$ cat src/rtl/adcser_pkg.sv
package adcser_pkg;
    localparam int DEF_DATA_W  = 12;
    localparam int DEF_LEAD_Z  = 2;
    localparam int DEF_TRAIL_Z = 2;
    localparam int NUM_LANES   = 2;
    localparam int LANE_A      = 0;
    localparam int LANE_B      = 1;
endpackage

$ cat src/rtl/adcser_edge.sv
module adcser_edge #(
    parameter logic IDLE_LVL = 1'b1
) (
    input  logic clk,
    input  logic rst_n,
    input  logic din,
    output logic rise,
    output logic fall
);
    logic prev_d, prev_q;

    always_comb begin
        prev_d = din;
        rise   = din & ~prev_q;
        fall   = ~din & prev_q;
    end

    always_ff @(posedge clk or negedge rst_n) begin
        if (!rst_n) prev_q <= IDLE_LVL;
        else        prev_q <= prev_d;
    end
endmodule

$ cat src/rtl/adcser_slot.sv
module adcser_slot #(
    parameter int DATA_W = 12,
    parameter int LEAD_Z = 2,
    parameter int CNT_W  = 6
) (
    input  logic [CNT_W-1:0]  pos,
    input  logic [DATA_W-1:0] word,
    output logic              bit_out
);
    localparam logic [CNT_W-1:0] FIRST_POS = CNT_W'(LEAD_Z);
    localparam logic [CNT_W-1:0] LAST_POS  = CNT_W'(LEAD_Z + DATA_W - 1);

    logic [CNT_W-1:0]  idx;
    logic [DATA_W-1:0] shifted;
    logic              in_data;

    always_comb begin
        in_data = (pos >= FIRST_POS) && (pos <= LAST_POS);
        idx     = LAST_POS - pos;
        shifted = word >> idx;
        bit_out = in_data & shifted[0];
    end
endmodule

$ cat src/rtl/adcser_dual_out.sv
module adcser_dual_out
    import adcser_pkg::*;
#(
    parameter int DATA_W  = DEF_DATA_W,
    parameter int LEAD_Z  = DEF_LEAD_Z,
    parameter int TRAIL_Z = DEF_TRAIL_Z
) (
    input  logic              clk,
    input  logic              rst_n,
    input  logic              cs_n,
    input  logic              sclk,
    input  logic [DATA_W-1:0] smp_a,
    input  logic [DATA_W-1:0] smp_b,
    output logic              sdata_a,
    output logic              oe_a,
    output logic              sdata_b,
    output logic              oe_b,
    output logic              hold
);
    localparam int FRAME_LEN = LEAD_Z + DATA_W + TRAIL_Z;
    localparam int CHAIN_LEN = 2 * FRAME_LEN;
    localparam int CNT_W     = $clog2(CHAIN_LEN + 1);
    localparam logic [CNT_W-1:0] CNT_MAX    = CNT_W'(CHAIN_LEN);
    localparam logic [CNT_W-1:0] FRAME_CNT  = CNT_W'(FRAME_LEN);
    localparam logic [CNT_W-1:0] TRACK_CNT  = CNT_W'(LEAD_Z + DATA_W - 1);

    typedef struct packed {
        logic              active;
        logic [CNT_W-1:0]  cnt;
        logic              hold;
        logic [DATA_W-1:0] word_a;
        logic [DATA_W-1:0] word_b;
    } seq_t;

    seq_t st_d, st_q;

    logic cs_rise, cs_fall, sck_rise, sck_fall;

    adcser_edge #(.IDLE_LVL(1'b1)) u_cs_edge (
        .clk (clk), .rst_n (rst_n), .din (cs_n),
        .rise(cs_rise), .fall(cs_fall)
    );

    adcser_edge #(.IDLE_LVL(1'b1)) u_sck_edge (
        .clk (clk), .rst_n (rst_n), .din (sclk),
        .rise(sck_rise), .fall(sck_fall)
    );

    always_comb begin
        st_d = st_q;
        if (cs_n) begin
            st_d.word_a = smp_a;
            st_d.word_b = smp_b;
        end
        if (cs_rise) begin
            st_d.active = 1'b0;
            st_d.cnt    = '0;
            st_d.hold   = 1'b0;
        end else if (cs_fall) begin
            st_d.active = 1'b1;
            st_d.cnt    = '0;
            st_d.hold   = 1'b1;
        end else if (st_q.active) begin
            if (sck_fall && (st_q.cnt != CNT_MAX))
                st_d.cnt = st_q.cnt + 1'b1;
            if (sck_rise && (st_q.cnt >= TRACK_CNT))
                st_d.hold = 1'b0;
        end
    end

    always_ff @(posedge clk or negedge rst_n) begin
        if (!rst_n) st_q <= '0;
        else        st_q <= st_d;
    end

    logic [CNT_W-1:0]  lane_pos  [NUM_LANES];
    logic [DATA_W-1:0] lane_word [NUM_LANES];
    logic              lane_en   [NUM_LANES];
    logic              lane_bit  [NUM_LANES];

    always_comb begin
        if (st_q.cnt >= FRAME_CNT) begin
            lane_pos[LANE_A]  = st_q.cnt - FRAME_CNT;
            lane_word[LANE_A] = st_q.word_b;
        end else begin
            lane_pos[LANE_A]  = st_q.cnt;
            lane_word[LANE_A] = st_q.word_a;
        end
        lane_en[LANE_A]   = st_q.active && (st_q.cnt < CNT_MAX);
        lane_pos[LANE_B]  = st_q.cnt;
        lane_word[LANE_B] = st_q.word_b;
        lane_en[LANE_B]   = st_q.active && (st_q.cnt < FRAME_CNT);
    end

    for (genvar ln = 0; ln < NUM_LANES; ln++) begin : g_lane
        adcser_slot #(.DATA_W(DATA_W), .LEAD_Z(LEAD_Z), .CNT_W(CNT_W)) u_slot (
            .pos    (lane_pos[ln]),
            .word   (lane_word[ln]),
            .bit_out(lane_bit[ln])
        );
    end

    assign oe_a    = lane_en[LANE_A];
    assign oe_b    = lane_en[LANE_B];
    assign sdata_a = lane_en[LANE_A] & lane_bit[LANE_A];
    assign sdata_b = lane_en[LANE_B] & lane_bit[LANE_B];
    assign hold    = st_q.hold;
endmodule

$ cat config.mk
export PLATFORM = sky130hd
export DESIGN_NAME = adcser_dual_out
export DESIGN_NICKNAME = d
export VERILOG_FILES = /design/src/rtl/adcser_pkg.sv /design/src/rtl/adcser_edge.sv /design/src/rtl/adcser_slot.sv /design/src/rtl/adcser_dual_out.sv
export SDC_FILE = /design/constraint.sdc
export NUM_CORES = 1
export LEC_CHECK = 0
export ABC_AREA = 1
export BUFFER_PORTS_ARGS = -buffer_cell sky130_fd_sc_hd__buf_2
export CORE_ASPECT_RATIO = 1.2
export CORE_MARGIN = 2
export CORE_UTILIZATION = 53
export CTS_CLUSTER_SIZE = 12
export DETAILED_ROUTE_END_ITERATION = 16
export PLACE_DENSITY = 0.76
export SLEW_MARGIN = 20
export SYNTH_ARGS = -nofsm -noshare
export SYNTH_HDL_FRONTEND = slang
export SYNTH_SLANG_ARGS = --single-unit
$ cat constraint.sdc
create_clock -name clk -period 3.51 [get_ports clk]
set_input_delay 0.351 -clock clk [delete_from_list [all_inputs] [get_ports clk]]
set_output_delay 0.351 -clock clk [all_outputs]
set_load 0.01 [all_outputs]
## Word-level counts from Yosys, hierarchy flattened

Index checks and enable logic that the tools add are counted.

| word-level totals | value |
|---|---|
| word-level logic and storage cells | 54 |
| memories | 0 |
| memory bits (writable) | 0 |
| bits in registers | 34 |
| bits in read-only memories | 0 |
| latch bits | 0 |

| operators by class | value |
|---|---|
| eq/ne operators | 1 |
| $mul | 0 |
| order comparisons | 8 |
| bitwise gates (word level) | 12 |
| mux-type cells | 8 |
| shift operators | 2 |
| add/sub/neg operators | 4 |
| reductions and logical operators | 12 |
| divide/modulo/power cells | 0 |

Operators with widths:

| cell | count |
|---|---|
| $shr 12x6->1 | 2 |
| $mux 7 | 2 |
| $ge 6x2->1 const B | 2 |
| $le 6x4->1 const B | 2 |
| $mux 12 | 1 |
| $mux 6 | 2 |
| $sub 4x6->6 const A | 2 |
| $reduce_bool 3->1 | 3 |
| $and 1x1->1 | 8 |
| $mux 8 | 1 |
| $add 6x1->6 const B | 1 |
| $ge 6x4->1 const B | 1 |
| $ge 6x5->1 const B | 1 |
| $logic_and 1x1->1 | 6 |
| $lt 6x5->1 const B | 1 |
| $lt 6x6->1 const B | 1 |
| $ne 6x6->1 const B | 1 |
| $sub 6x5->6 const B | 1 |
| $not 1->1 | 4 |
| $reduce_and 2->1 | 2 |
| $mux 1 | 2 |
| $reduce_bool 2->1 | 1 |

## Longest topological paths before layout

Gate-level depths: netlist (run 1).

| logic depth | value |
|---|---|
| depth in word-level cells | 7 |
| mapped depth | 10 |
| mapped depth without buffers | 9 |

## Hierarchy

Synthesis (run 1) repeated with hierarchy kept, for this count alone.

| unflattened totals | value |
|---|---|
| cell total of the unflattened synthesis | 284 |
| area, all modules | 2,088.3 um^2 |

Modules (own cells, without submodules):

| module | area each (um^2) | sequential area each (um^2) | cells each | times used |
|---|---|---|---|---|
| adcser_dual_out | 1,557.7 | 800.8 | 180 | 1 |
| adcser_slot | 224.0 | 0.0 | 47 | 2 |
| adcser_edge | 41.3 | 26.3 | 5 | 2 |

## Worst setup path before layout (run 1)

No wires, ideal clock.

| timing path | value |
|---|---|
| path kind | reg2out |
| start | register st_q, in the netlist lane_pos[1] |
| end | output sdata_b |
| buffers on the path | 1 |
| slack | 1,739 ps |
| arrival | 1,420 ps |
| required time | 3,159 ps |
| stages on the path, launching flop included | 9 |
| cells stage by stage | dfrtp_1 > buf_2 > inv_2 > ha_1 > inv_1 > nor2_1 > nand2_1 > nand3_1 > a21oi_1 |

| between the ends | value |
|---|---|
| cells in the longest elaborated chain, start to end | 4 |

Ends and longest elaborated chain:

| element | RTL line | source |
|---|---|---|
| start, declared | adcser_dual_out.sv:35 | `seq_t st_d, st_q;` |
| start signal, assigned | adcser_dual_out.sv:73 | `else st_q <= st_d;` |
| $sub 4x6->6 (tied with other cells) | adcser_slot.sv:19 | `idx = LAST_POS - pos;` |
| $shr 12x6->1 or $logic_and 1x1->1 (tied branches) | adcser_slot.sv:20, adcser_slot.sv:18 |  |
| $and 1x1->1 | adcser_slot.sv:21 | `bit_out = in_data & shifted[0];` |
| $and 1x1->1 (*) | adcser_dual_out.sv:106 | `assign sdata_b = lane_en[LANE_B] & lane_bit[LANE_B];` |
| end, declared | adcser_dual_out.sv:16 | `output logic sdata_b,` |

Every way passes the cells marked *; elsewhere a longest branch is shown, timed or not.

## Worst setup path in the final report (run 1)

| timing path | value |
|---|---|
| start | register st_q, in the netlist lane_pos[0] |
| end | output sdata_a |

| between the ends | value |
|---|---|
| cells in the longest elaborated chain, start to end | 6 |

Ends and longest elaborated chain:

| element | RTL line | source |
|---|---|---|
| $sub 6x5->6 or $ge 6x5->1 (tied branches) | adcser_dual_out.sv:83, adcser_dual_out.sv:82 |  |
| $mux 6 | adcser_dual_out.sv:82 | `if (st_q.cnt >= FRAME_CNT) begin` |
| $sub 4x6->6 (tied with other cells) | adcser_slot.sv:19 |  |
| $shr 12x6->1 or $logic_and 1x1->1 (tied branches) | adcser_slot.sv:20, adcser_slot.sv:18 |  |
| $and 1x1->1 | adcser_slot.sv:21 |  |
| $and 1x1->1 (*) | adcser_dual_out.sv:105 | `assign sdata_a = lane_en[LANE_A] & lane_bit[LANE_A];` |
| end, declared | adcser_dual_out.sv:14 | `output logic sdata_a,` |

Marked as above.

==> impl_metrics.csv, run 1 <==
group,metric,value,unit
yosys,ys.flop_type,"dfrtp_1",
finish,synthToLayoutAreaGrowth,11.70,%
setup_path,cp.arrival,2130,ps
route,firstDrtPassIters,4,
power_and_ir_drop,power_density,519.7,mW/mm^2
placed_design,globalplace.congestion,0.8689,
clocking,cts_tree,"done",
power_and_ir_drop,power.internal,701.6,uW
clocking,clock_latency,280,ps
clocking,clk_pin_slew,70,ps
floorplan,initial_utilization,0.5434,
sta,finalSetupTns,0,ps
power_and_ir_drop,seq_power_share,0.455,
clocking,cts_setup_buffers,0,
yosys,yosys.area.top_type,"dfrtp_1",
sta,finClkSkew,3.067,ps
yosys,yosysWarnings,0,
route,wl_met2,1.920,mm
finish,drive_above_1_share,0.1611,
setup_path,crit_top_cell,"nand2_1",
floorplan,num_io_pins,33,
finish,antenna_cells,0,
placed_design,numPortBuffers,32,
power_and_ir_drop,power_switching,416.1,uW
clocking,cts-resized-gates,0,
route,via_per_inst,4.890,
route,antenna_left,0,
yosys,netlist_area,0.001926,mm^2
setup_path,cp_slowest_cell,"dfrtp_1",
power_and_ir_drop,p_leak,0.001184,uW
global_routing,grt_pass1_wl,6.665,mm
floorplan,die_w,59.03,um
route,drtIter0Drc,60,
worst_hold_path,hold_class,"input pin to async pin",
finish,nets,333,
global_routing,grt_pass1_vias,1607,
clocking,clock_path_buffers,2,
floorplan,coreArea,0.003543,mm^2
setup_path,cp-end-kind,"output pin",
sta,slew_violations,0,
route,routed_wirelength,3.802,mm
global_routing,gr-usage-all-layers,0.2114,
setup_path,required,3160,ps
sta,max_freq,0.4023,GHz
clocking,clock_sinks,34,
setup_path,crit_chain,"inv_1 -> nand2_1 -> nand3_1 -> nand2_1 -> nand2_1 -> nand3_1 -> nand2_1 -> inv_1 -> nor2_1 -> buf_2",
sta,max_slew_margin,0.5193,
route,dr_total_vias,1648,
yosys,yosys.cell_count.top_type,"nand2_1",
sta,fin_crit,2486,ps
yosys,yosysTopAreaCellShare,0.4159,
power_and_ir_drop,clock_power_share,0.251,
global_routing,grt_overflow,0,
setup_path,worst_setup_path_start_kind,"flip-flop",
floorplan,dieArea,0.004134,mm^2
sta,finalHoldViolations,0,
clocking,cts_root_buffer,"clkbuf_8",
clocking,cts_max_level,2,
yosys,async_flop_share,1.000,
run_status,run_status,"completed",
setup_path,worstSetupPathType,"flip-flop to output pin",
yosys,synth_area_leaders,"dfrtp_1, nand2_1, nand3_1",
route,wl_met3,148,um
floorplan,rows,24,
route,topRoutingLayerUsed,"met4",
placed_design,placed_area,0.002067,mm^2
global_routing,antenna_found_initial,0,
sta,fin_crit_sh,0.7082,
floorplan,fp.dieH,70.03,um
yosys,netlist_instances,269,
finish,design_area,0.002151,mm^2
yosys,ys_types,23,
yosys,ys_ff_latch,34,
yosys,syn_area_per_cell,7.158,um^2
clocking,cts_buffers,5,
route,drc,0,
yosys,ys_seq_area_frac,0.4431,
yosys,synth.top_cells.by_count,"nand2_1, dfrtp_1, nand3_1, inv_1, o21ai_0",
power_and_ir_drop,swShare,0.3723,
sta,rsz0062_at_grt,"no",
setup_path,path_max_fanout,21,
global_routing,grt_max_degree,35,
clocking,ctsHoldBuffers,0,
placed_design,hpwlAfterDp,2.729,mm
setup_path,slowest_delay,760,ps
power_and_ir_drop,p_comb_frac,0.294,
route,wire_per_inst,11.28,um
job,maxCapViolations,0,
yosys,synth_nets,305,
sta,setup_viol,0,
route,wl_met1,1.654,mm
power_and_ir_drop,vdd_drop_max,311.9,uV
yosys,synth_enable_flop_cells,0,
sta,tightest_slew,721.0,ps
[through the flow]
stage	cells	utilization	setup WS (ps)	total power (uW)	hold WS, ps
global placement	329	0.5833	1264	839.1	447.9
floorplan	269	-	1739	763.7	55.41
global route	337	0.6070	722.8	1220	172.1
CTS	337	0.6070	972.5	1128	146.1
finish	337	0.6070	1024	1118	115.4
detailed placement	329	0.5833	1176	846.4	455.2
[worst max-delay path: cells and delay by family, from the launching register on]
| family | cells | cell delay [ps] |
|---|---|---|
| buffers and inverters | 3 | 540 |
| DFF | 1 | 760 |
| and+or+nand+nor | 7 | 550 |
[area by class of cell]
class	count	area [um^2]
Multi-Input combinational cell	201	918.4
Clock inverter	1	7.507
Clock buffer	7	76.32
Fill cell	336	1393
Sequential cell	34	853.3
Timing Repair Buffer	32	160.2
Inverter	23	86.33
Tap cell	39	48.80
[cell usage in the layout (no fill, tap or decap), drive strengths merged, types with 3 or more instances in the layout]
master  netlist  layout
nand3        24      24
nand2       131     131
inv          23      23
clkbuf        4       7
nor2         14      14
o21ai        16      16
ha            8       8
a21oi         3       3
buf           7      32
dfrtp        32      32
[power by group through the flow]
stage / clock [uW] / combinational, uW / sequential [uW]
2_1_floorplan: 0 / 293 / 470
3_3_place_gp: 0 / 324 / 515
3_5_place_dp: 0 / 330 / 517
4_1_cts: 287 / 332 / 509
5_1_grt: 306 / 396 / 518
6_report: 281 / 329 / 508
[worst paths after layout]
path                       cells after the start  slack (ps)    startpoint           endpoint
setup / recovery                              10        1020   lane_pos[0]            sdata_a
hold / removal                                 1         120         rst_n           st_q[22]
setup reg to reg                               8        1710   lane_pos[1]        lane_pos[0]
hold reg to reg                                2         470  lane_word[8]       lane_word[8]
max in group asynchronous                      1        2930         rst_n       lane_word[5]
min in group clk                               1         180          sclk  u_sck_edge.prev_q
[registers in the layout (all words and copies together) (netlist names)]
register           flops
u_cs_edge.prev_q       1
lane_word             12
u_sck_edge.prev_q      1
st_q                  13
hold                   1
lane_pos               6
[layer usage]
metal	global-route usage	vias up
met4	0.09091	0
met2	0.3580	30
met5	0	-
met1	0.2524	727
met3	0.04444	6
li1	-	885
[logic make-up (layout without fill, tap and decap cells)]
family | after synthesis | count (layout) | share of synthesized area
buffers and inverters | 34 | 63 | 0.07992
adder cells (fa/ha/maj) | 8 | 8 | 0.05198
XOR/XNOR | 2 | 2 | 0.009098
flip-flops | 34 | 34 | 0.4431
AO/OA/AOI/OAI | 20 | 20 | 0.05783
AND/OR/NAND/NOR | 171 | 171 | 0.3580
(Power assumes the default switching activity.)
==> run 2: changes to the inputs <==
--- a/config.mk
+++ b/config.mk
@@ -9,10 +9,10 @@
 export BUFFER_PORTS_ARGS = -buffer_cell sky130_fd_sc_hd__buf_2
 export CORE_ASPECT_RATIO = 1.2
 export CORE_MARGIN = 2
-export CORE_UTILIZATION = 53
+export CORE_UTILIZATION = 50
 export CTS_CLUSTER_SIZE = 12
 export DETAILED_ROUTE_END_ITERATION = 16
-export PLACE_DENSITY = 0.76
+export PLACE_DENSITY = 0.75
 export SLEW_MARGIN = 20
 export SYNTH_ARGS = -nofsm -noshare
 export SYNTH_HDL_FRONTEND = slang
==> constraint.sdc (replaced) <==
create_clock -name clk -period 2.2 [get_ports clk]
set_input_delay 0.22 -clock clk [delete_from_list [all_inputs] [get_ports clk]]
set_output_delay 0.22 -clock clk [all_outputs]
set_load 0.01 [all_outputs]
==> run 2 against run 1 <==
The flow now finishes with violations (hold timing). Design area increased by 2.8%. Setup slack got worse by 840 ps. Highest routed layer unchanged. Via count increased by 1.9%. Critical path type unchanged.
==> impl_metrics.csv, run 2 (same netlist as run 1, synthesis figures left out) <==
group,metric,value,unit
worst_hold_path,hold_class,"input pin to async pin",
route,via_per_inst,4.746,
placed_design,hpwlAfterDp,2.699,mm
power_and_ir_drop,vdd_drop_max,596.3,uV
route,firstDrtPassIters,4,
floorplan,initial_utilization,0.5256,
floorplan,dieArea,0.004366,mm^2
route,dr_total_vias,1680,
power_and_ir_drop,power_density,833.7,mW/mm^2
global_routing,gr-usage-all-layers,0.2011,
finish,final_common_cell,"nand2_1",
clocking,clock_latency,290,ps
finish,final_cell_mix,"nand2_1, buf_2, dfrtp_1, nand3_1, inv_1",
power_and_ir_drop,p_total,1843,uW
clocking,cts_max_level,2,
floorplan,rows,24,
sta,fin_crit_sh,0.9166,
route,wl_met2,1.809,mm
placed_design,numPortBuffers,32,
run_status,violations,"hold timing",
route,routed_wirelength,3.758,mm
sta,finalHoldViolations,32,
sta,slew_violations,0,
power_and_ir_drop,p_leak,0.001209,uW
floorplan,num_io_pins,33,
finish,nets,337,
sta,rsz0062_at_grt,"no",
sta,setup_viol,0,
setup_path,path_max_fanout,13,
setup_path,worstSetupPathType,"flip-flop to output pin",
setup_path,worst_setup_path_start_kind,"flip-flop",
clocking,cts_buffers,5,
job,maxCapViolations,0,
clocking,clock_path_buffers,2,
sta,tightest_slew,723.1,ps
floorplan,die_w,60.65,um
clocking,cts_tree,"done",
global_routing,grt_overflow,0,
finish,top_register,"st_q",
global_routing,antenna_found_initial,0,
finish,largest_reg_flops,13,
placed_design,globalplace.congestion,0.8503,
clocking,clock_sinks,34,
floorplan,fp.dieH,71.98,um
route,drc,0,
clocking,clk_pin_slew,70,ps
sta,finalSetupTns,0,ps
finish,drive_above_1_share,0.1854,
global_routing,grt_max_degree,35,
sta,max_slew_margin,0.5179,
sta,fin_crit,2017,ps
route,wl_met3,128,um
route,topRoutingLayerUsed,"met4",
clocking,cts_root_buffer,"clkbuf_8",
floorplan,coreArea,0.003664,mm^2
sta,finClkSkew,2.385,ps
route,antenna_left,0,
route,wire_per_inst,10.62,um
sta,hold_slack,-16.20,ps
global_routing,grt_pass1_vias,1574,
route,wl_met1,1.749,mm
finish,antenna_cells,0,
setup_path,required,1980,ps
finish,synthToLayoutAreaGrowth,14.81,%
run_status,run_status,"finished, violations left",
sta,max_freq,0.4959,GHz
setup_path,cp-end-kind,"output pin",
setup_path,cp.arrival,1800,ps
clocking,ctsHoldBuffers,0,
route,drtIter0Drc,84,
global_routing,grt_pass1_wl,6.651,mm
## run 2: final timing paths
kind                                   from           endpoint  slack [ps]  cells past startpoint
hold / removal                        rst_n               hold         -20                      1
hold reg to reg                        hold               hold         470                      2
setup reg to reg           u_cs_edge.prev_q        lane_pos[0]         540                      6
min in group clk                       sclk  u_sck_edge.prev_q          50                      1
setup / recovery                lane_pos[1]            sdata_b         180                      8
max in group asynchronous             rst_n        lane_pos[2]        1720                      1
## run 2: per-stage QoR
stage	utilization	setup slack, ps	area, um^2	std cells
6_report	0.6035	183.4	2211	354
5_1_grt	0.6035	45.13	2211	354
4_1_cts	0.6028	40.92	2208	354
3_5_place_dp	0.5768	370.2	2113	346
3_3_place_gp	0.5768	415.0	2113	346
2_1_floorplan	-	560.0	1926	269
## run 2: cell type report
class / instances / area (um^2)
Clock buffer: 6 / 82.58
Clock inverter: 2 / 12.51
Fill cell: 369 / 1453
Inverter: 23 / 86.33
Multi-Input combinational cell: 201 / 918.4
Sequential cell: 34 / 855.8
Tap cell: 52 / 65.06
Timing Repair Buffer: 36 / 190.2
## run 2: critical path, cell delays in order (launching register included)
cell     delay, ps
dfrtp_2        510
ha_1           260
xor2_1         180
inv_1           90
nor2_1         140
nand2_1         70
nand3_1         80
a21oi_1         50
buf_2          140
## run 2: power breakdown
group	total, uW	internal (uW)	switching, uW	leakage (uW)
Combinational	579	223	356	0.000746
Clock	483	251	231	0.0000472
Sequential	781	697	84.1	0.000416
Total	1840	1170	672	0.00121
## run 2: repair_timing
item / 4_1_cts / 5_1_grt
hold endpoints to repair: 0 / 0
resized for setup: 0 / 2
endpoints found under the setup margin: 0 / 2
buffers inserted: 0 / 0
## run 2: metal layers
layer | global-route usage | vias up
li1 | - | 894
met1 | 0.2578 | 743
met2 | 0.3262 | 36
met3 | 0.03209 | 7
met4 | 0.09662 | 0
met5 | 0 | -
==> run 3: changes to the inputs <==
--- a/config.mk
+++ b/config.mk
@@ -9,11 +9,12 @@
 export BUFFER_PORTS_ARGS = -buffer_cell sky130_fd_sc_hd__buf_2
 export CORE_ASPECT_RATIO = 1.2
 export CORE_MARGIN = 2
-export CORE_UTILIZATION = 50
+export CORE_UTILIZATION = 51
 export CTS_CLUSTER_SIZE = 12
 export DETAILED_ROUTE_END_ITERATION = 16
-export PLACE_DENSITY = 0.75
+export PLACE_DENSITY = 0.76
 export SLEW_MARGIN = 20
 export SYNTH_ARGS = -nofsm -noshare
 export SYNTH_HDL_FRONTEND = slang
+export SYNTH_HIERARCHICAL = 1
 export SYNTH_SLANG_ARGS = --single-unit
==> run 3 against run 2 <==
The flow still finishes with violations (hold timing). Die area grew 5.9%. Hold slack better by 10 ps. Flip-flop and latch count unchanged. Combinational power down 57%. Clock skew grew 4.9 ps. Fmax fell by 3.7%. Count of clock-buffer cells in the layout up 1. Via count increased by 8.9%. Wire length rose by 11%. Critical path type unchanged. Largest cell class unchanged.
==> impl_metrics.csv, run 3 <==
group,metric,value,unit
finish,drive_above_1_share,0.2409,
clocking,clk_pin_slew,70,ps
finish,nets,364,
sta,worst_slack,105.2,ps
route,drc,0,
yosys,yosysTopAreaCellShare,0.3835,
global_routing,grt_pass1_wl,7.231,mm
floorplan,dieArea,0.004625,mm^2
global_routing,grt_overflow,0,
finish,design_area,0.002481,mm^2
finish,top_register,"st_q",
clocking,cts_buffers,5,
global_routing,met1_usage,0.2598,
sta,rsz0062_at_grt,"yes",
yosys,netlist_instances,284,
sta,setup_viol,0,
sta,finalHoldViolations,4,
yosys,synth_nets,321,
route,drtIter0Drc,69,
placed_design,pre_cts_ws,197.6,ps
sta,slew_violations,0,
yosys,synth_simple_gate_area_frac,0.3008,
route,routed_wirelength,4.172,mm
floorplan,num_io_pins,33,
floorplan,coreArea,0.003941,mm^2
route,dr_total_vias,1829,
yosys,async_flop_share,1.000,
setup_path,worstSetupPathType,"flip-flop to output pin",
route,antenna_left,0,
setup_path,r2r_setup_slack,700,ps
setup_path,required,1980,ps
yosys,synth_adder_area_share,0.05392,
global_routing,use_met2,0.3297,
placed_design,numPortBuffers,32,
route,wire_per_inst,10.92,um
placed_design,hpwlAfterDp,3.116,mm
yosys,synthXorXnorAreaFrac,0,
yosys,yosysWarnings,6,
run_status,violations,"hold timing",
yosys,synth_compound_area_frac,0.08029,
route,via_per_inst,4.788,
yosys,syn_area_per_cell,7.353,um^2
setup_path,worst-r2r-cell-count,7,
sta,max_freq,0.4774,GHz
sta,hold_slack,-5.888,ps
yosys,synth_enable_flop_cells,0,
global_routing,grt_max_degree,39,
yosys,yosys.cell_count.top_type,"nand2_1",
yosys,ys_types,24,
run_status,run_status,"finished, violations left",
clocking,cts_tree,"done",
global_routing,antenna_found_initial,0,
clocking,clock_sinks,34,
placed_design,globalplace.congestion,0.8880,
power_and_ir_drop,p_leak,0.001301,uW
yosys,netlist_area,0.002088,mm^2
yosys,ys_ff_latch,34,
sta,max_slew_margin,0.5182,
setup_path,worst_setup_path_start_kind,"flip-flop",
finish,final_common_cell,"nand2_1",
yosys,ys.flop_type,"dfrtp_1",
yosys,synth.top_cells.by_count,"nand2_1, inv_1, dfrtp_1, nor2_1, o21ai_0",
setup_path,cp-end-kind,"output pin",
setup_path,path_max_fanout,26,
global_routing,grt_pass1_vias,1628,
route,firstDrtPassIters,4,
finish,synthToLayoutAreaGrowth,18.81,%
floorplan,die_w,62.42,um
setup_path,worstSetupStartpoint,"lane_pos[5]",
floorplan,fp.dieH,74.10,um
yosys,synth_area_leaders,"dfrtp_1, nand2_1, inv_1",
sta,fin_crit,2095,ps
floorplan,rows,25,
setup_path,r2r_start,"lane_pos[1]",
finish,largest_reg_flops,13,
global_routing,use_met3,0.03177,
power_and_ir_drop,power_density,580.3,mW/mm^2
finish,antenna_cells,0,
global_routing,busiest_layer,"met2",
floorplan,initial_utilization,0.5298,
yosys,yosys.area.top_type,"dfrtp_1",
clocking,clock_path_buffers,2,
yosys,ys_seq_area_frac,0.4086,
yosys,synth_top_family_by_area,"simple AND/OR/NAND/NOR gates",
power_and_ir_drop,vdd_drop_max,537.7,uV
sta,fin_crit_sh,0.9522,
sta,tightest_slew,722.7,ps
sta,finClkSkew,7.332,ps
finish,fillCellCount,379,
worst_hold_path,hold_class,"input pin to async pin",
clocking,clock_latency,280,ps
placed_design,placed_area,0.002332,mm^2
job,maxCapViolations,0,
setup_path,cp.arrival,1870,ps
yosys,synthMuxAreaShare,0.06471,
global_routing,gr-usage-all-layers,0.1948,
clocking,cts_root_buffer,"clkbuf_8",
finish,final_cell_mix,"nand2_1, inv_1, buf_2, nor2_1, dfrtp_1",
clocking,cts_max_level,2,
## run 3: critical path: stages (launching register included)
cell	delay [ps]
dfrtp_2	440
nor2_4	130
buf_12	160
nand2_1	60
o21ai_0	70
nor2_1	50
nor2_1	90
nand2_1	60
nand3_1	70
nand2_1	50
nor2_1	110
and3_1	170
buf_2	130
## run 3: worst paths after layout
kind	end
max in group asynchronous	lane_pos[0]
min in group clk	u_sck_edge/prev_q
hold reg to reg	st_q[19]
hold / removal	st_q[17]
setup reg to reg	lane_pos[0]
setup / recovery	sdata_a
## run 3: kinds of logic after synthesis
kind of cell | count (synthesis)
flops | 34
compound gates | 32
simple gates | 147
buf+inv | 50
fa+ha+maj | 9
mux | 12
## run 3: per-layer routing
metal / part of all wire / up-vias
li1: - / 973
met5: 0 / -
met1: 0.48 / 820
met2: 0.48 / 30
met4: 0.015 / 0
met3: 0.030 / 6
## run 3: cell type report
class / instances / area [um^2] / area share
repair buffers: 42 / 247.7 / 0.09985
well taps: 54 / 67.56 / 0.02723
inverters: 44 / 165.2 / 0.06657
clock inverters: 1 / 5.005 / 0.002017
clock buffers: 7 / 86.33 / 0.03480
multi-input cells: 200 / 1051 / 0.4236
flip-flops and latches: 34 / 858.3 / 0.3459
## run 3: timing repair
item / in CTS / in global routing
setup endpoints to repair: 2 / 2
setup buffers: 0 / 6
gates resized for setup: 2 / 6
hold buffers: 0 / 0
## run 3: stage by stage
stage | utilization | hold WS (ps) | cells | total power (uW) | setup TNS [ps]
3_5_place_dp | 0.5917 | 318.8 | 368 | 977.8 | 0
3_3_place_gp | 0.5917 | 322.7 | 368 | 969.3 | 0
4_1_cts | 0.6156 | 16.97 | 376 | 1441 | 0
5_1_grt | 0.6295 | 42.43 | 382 | 1533 | -74.69
2_1_floorplan | - | -75.59 | 284 | 886.4 | 0
6_report | 0.6295 | -5.888 | 382 | 1440 | 0
## run 3: where the power goes
part | switching, uW | total (uW) | internal [uW]
clock | 213 | 465 | 252
sequential | 44.6 | 723 | 678
combinational | 138 | 251 | 114
total | 395 | 1440 | 1040
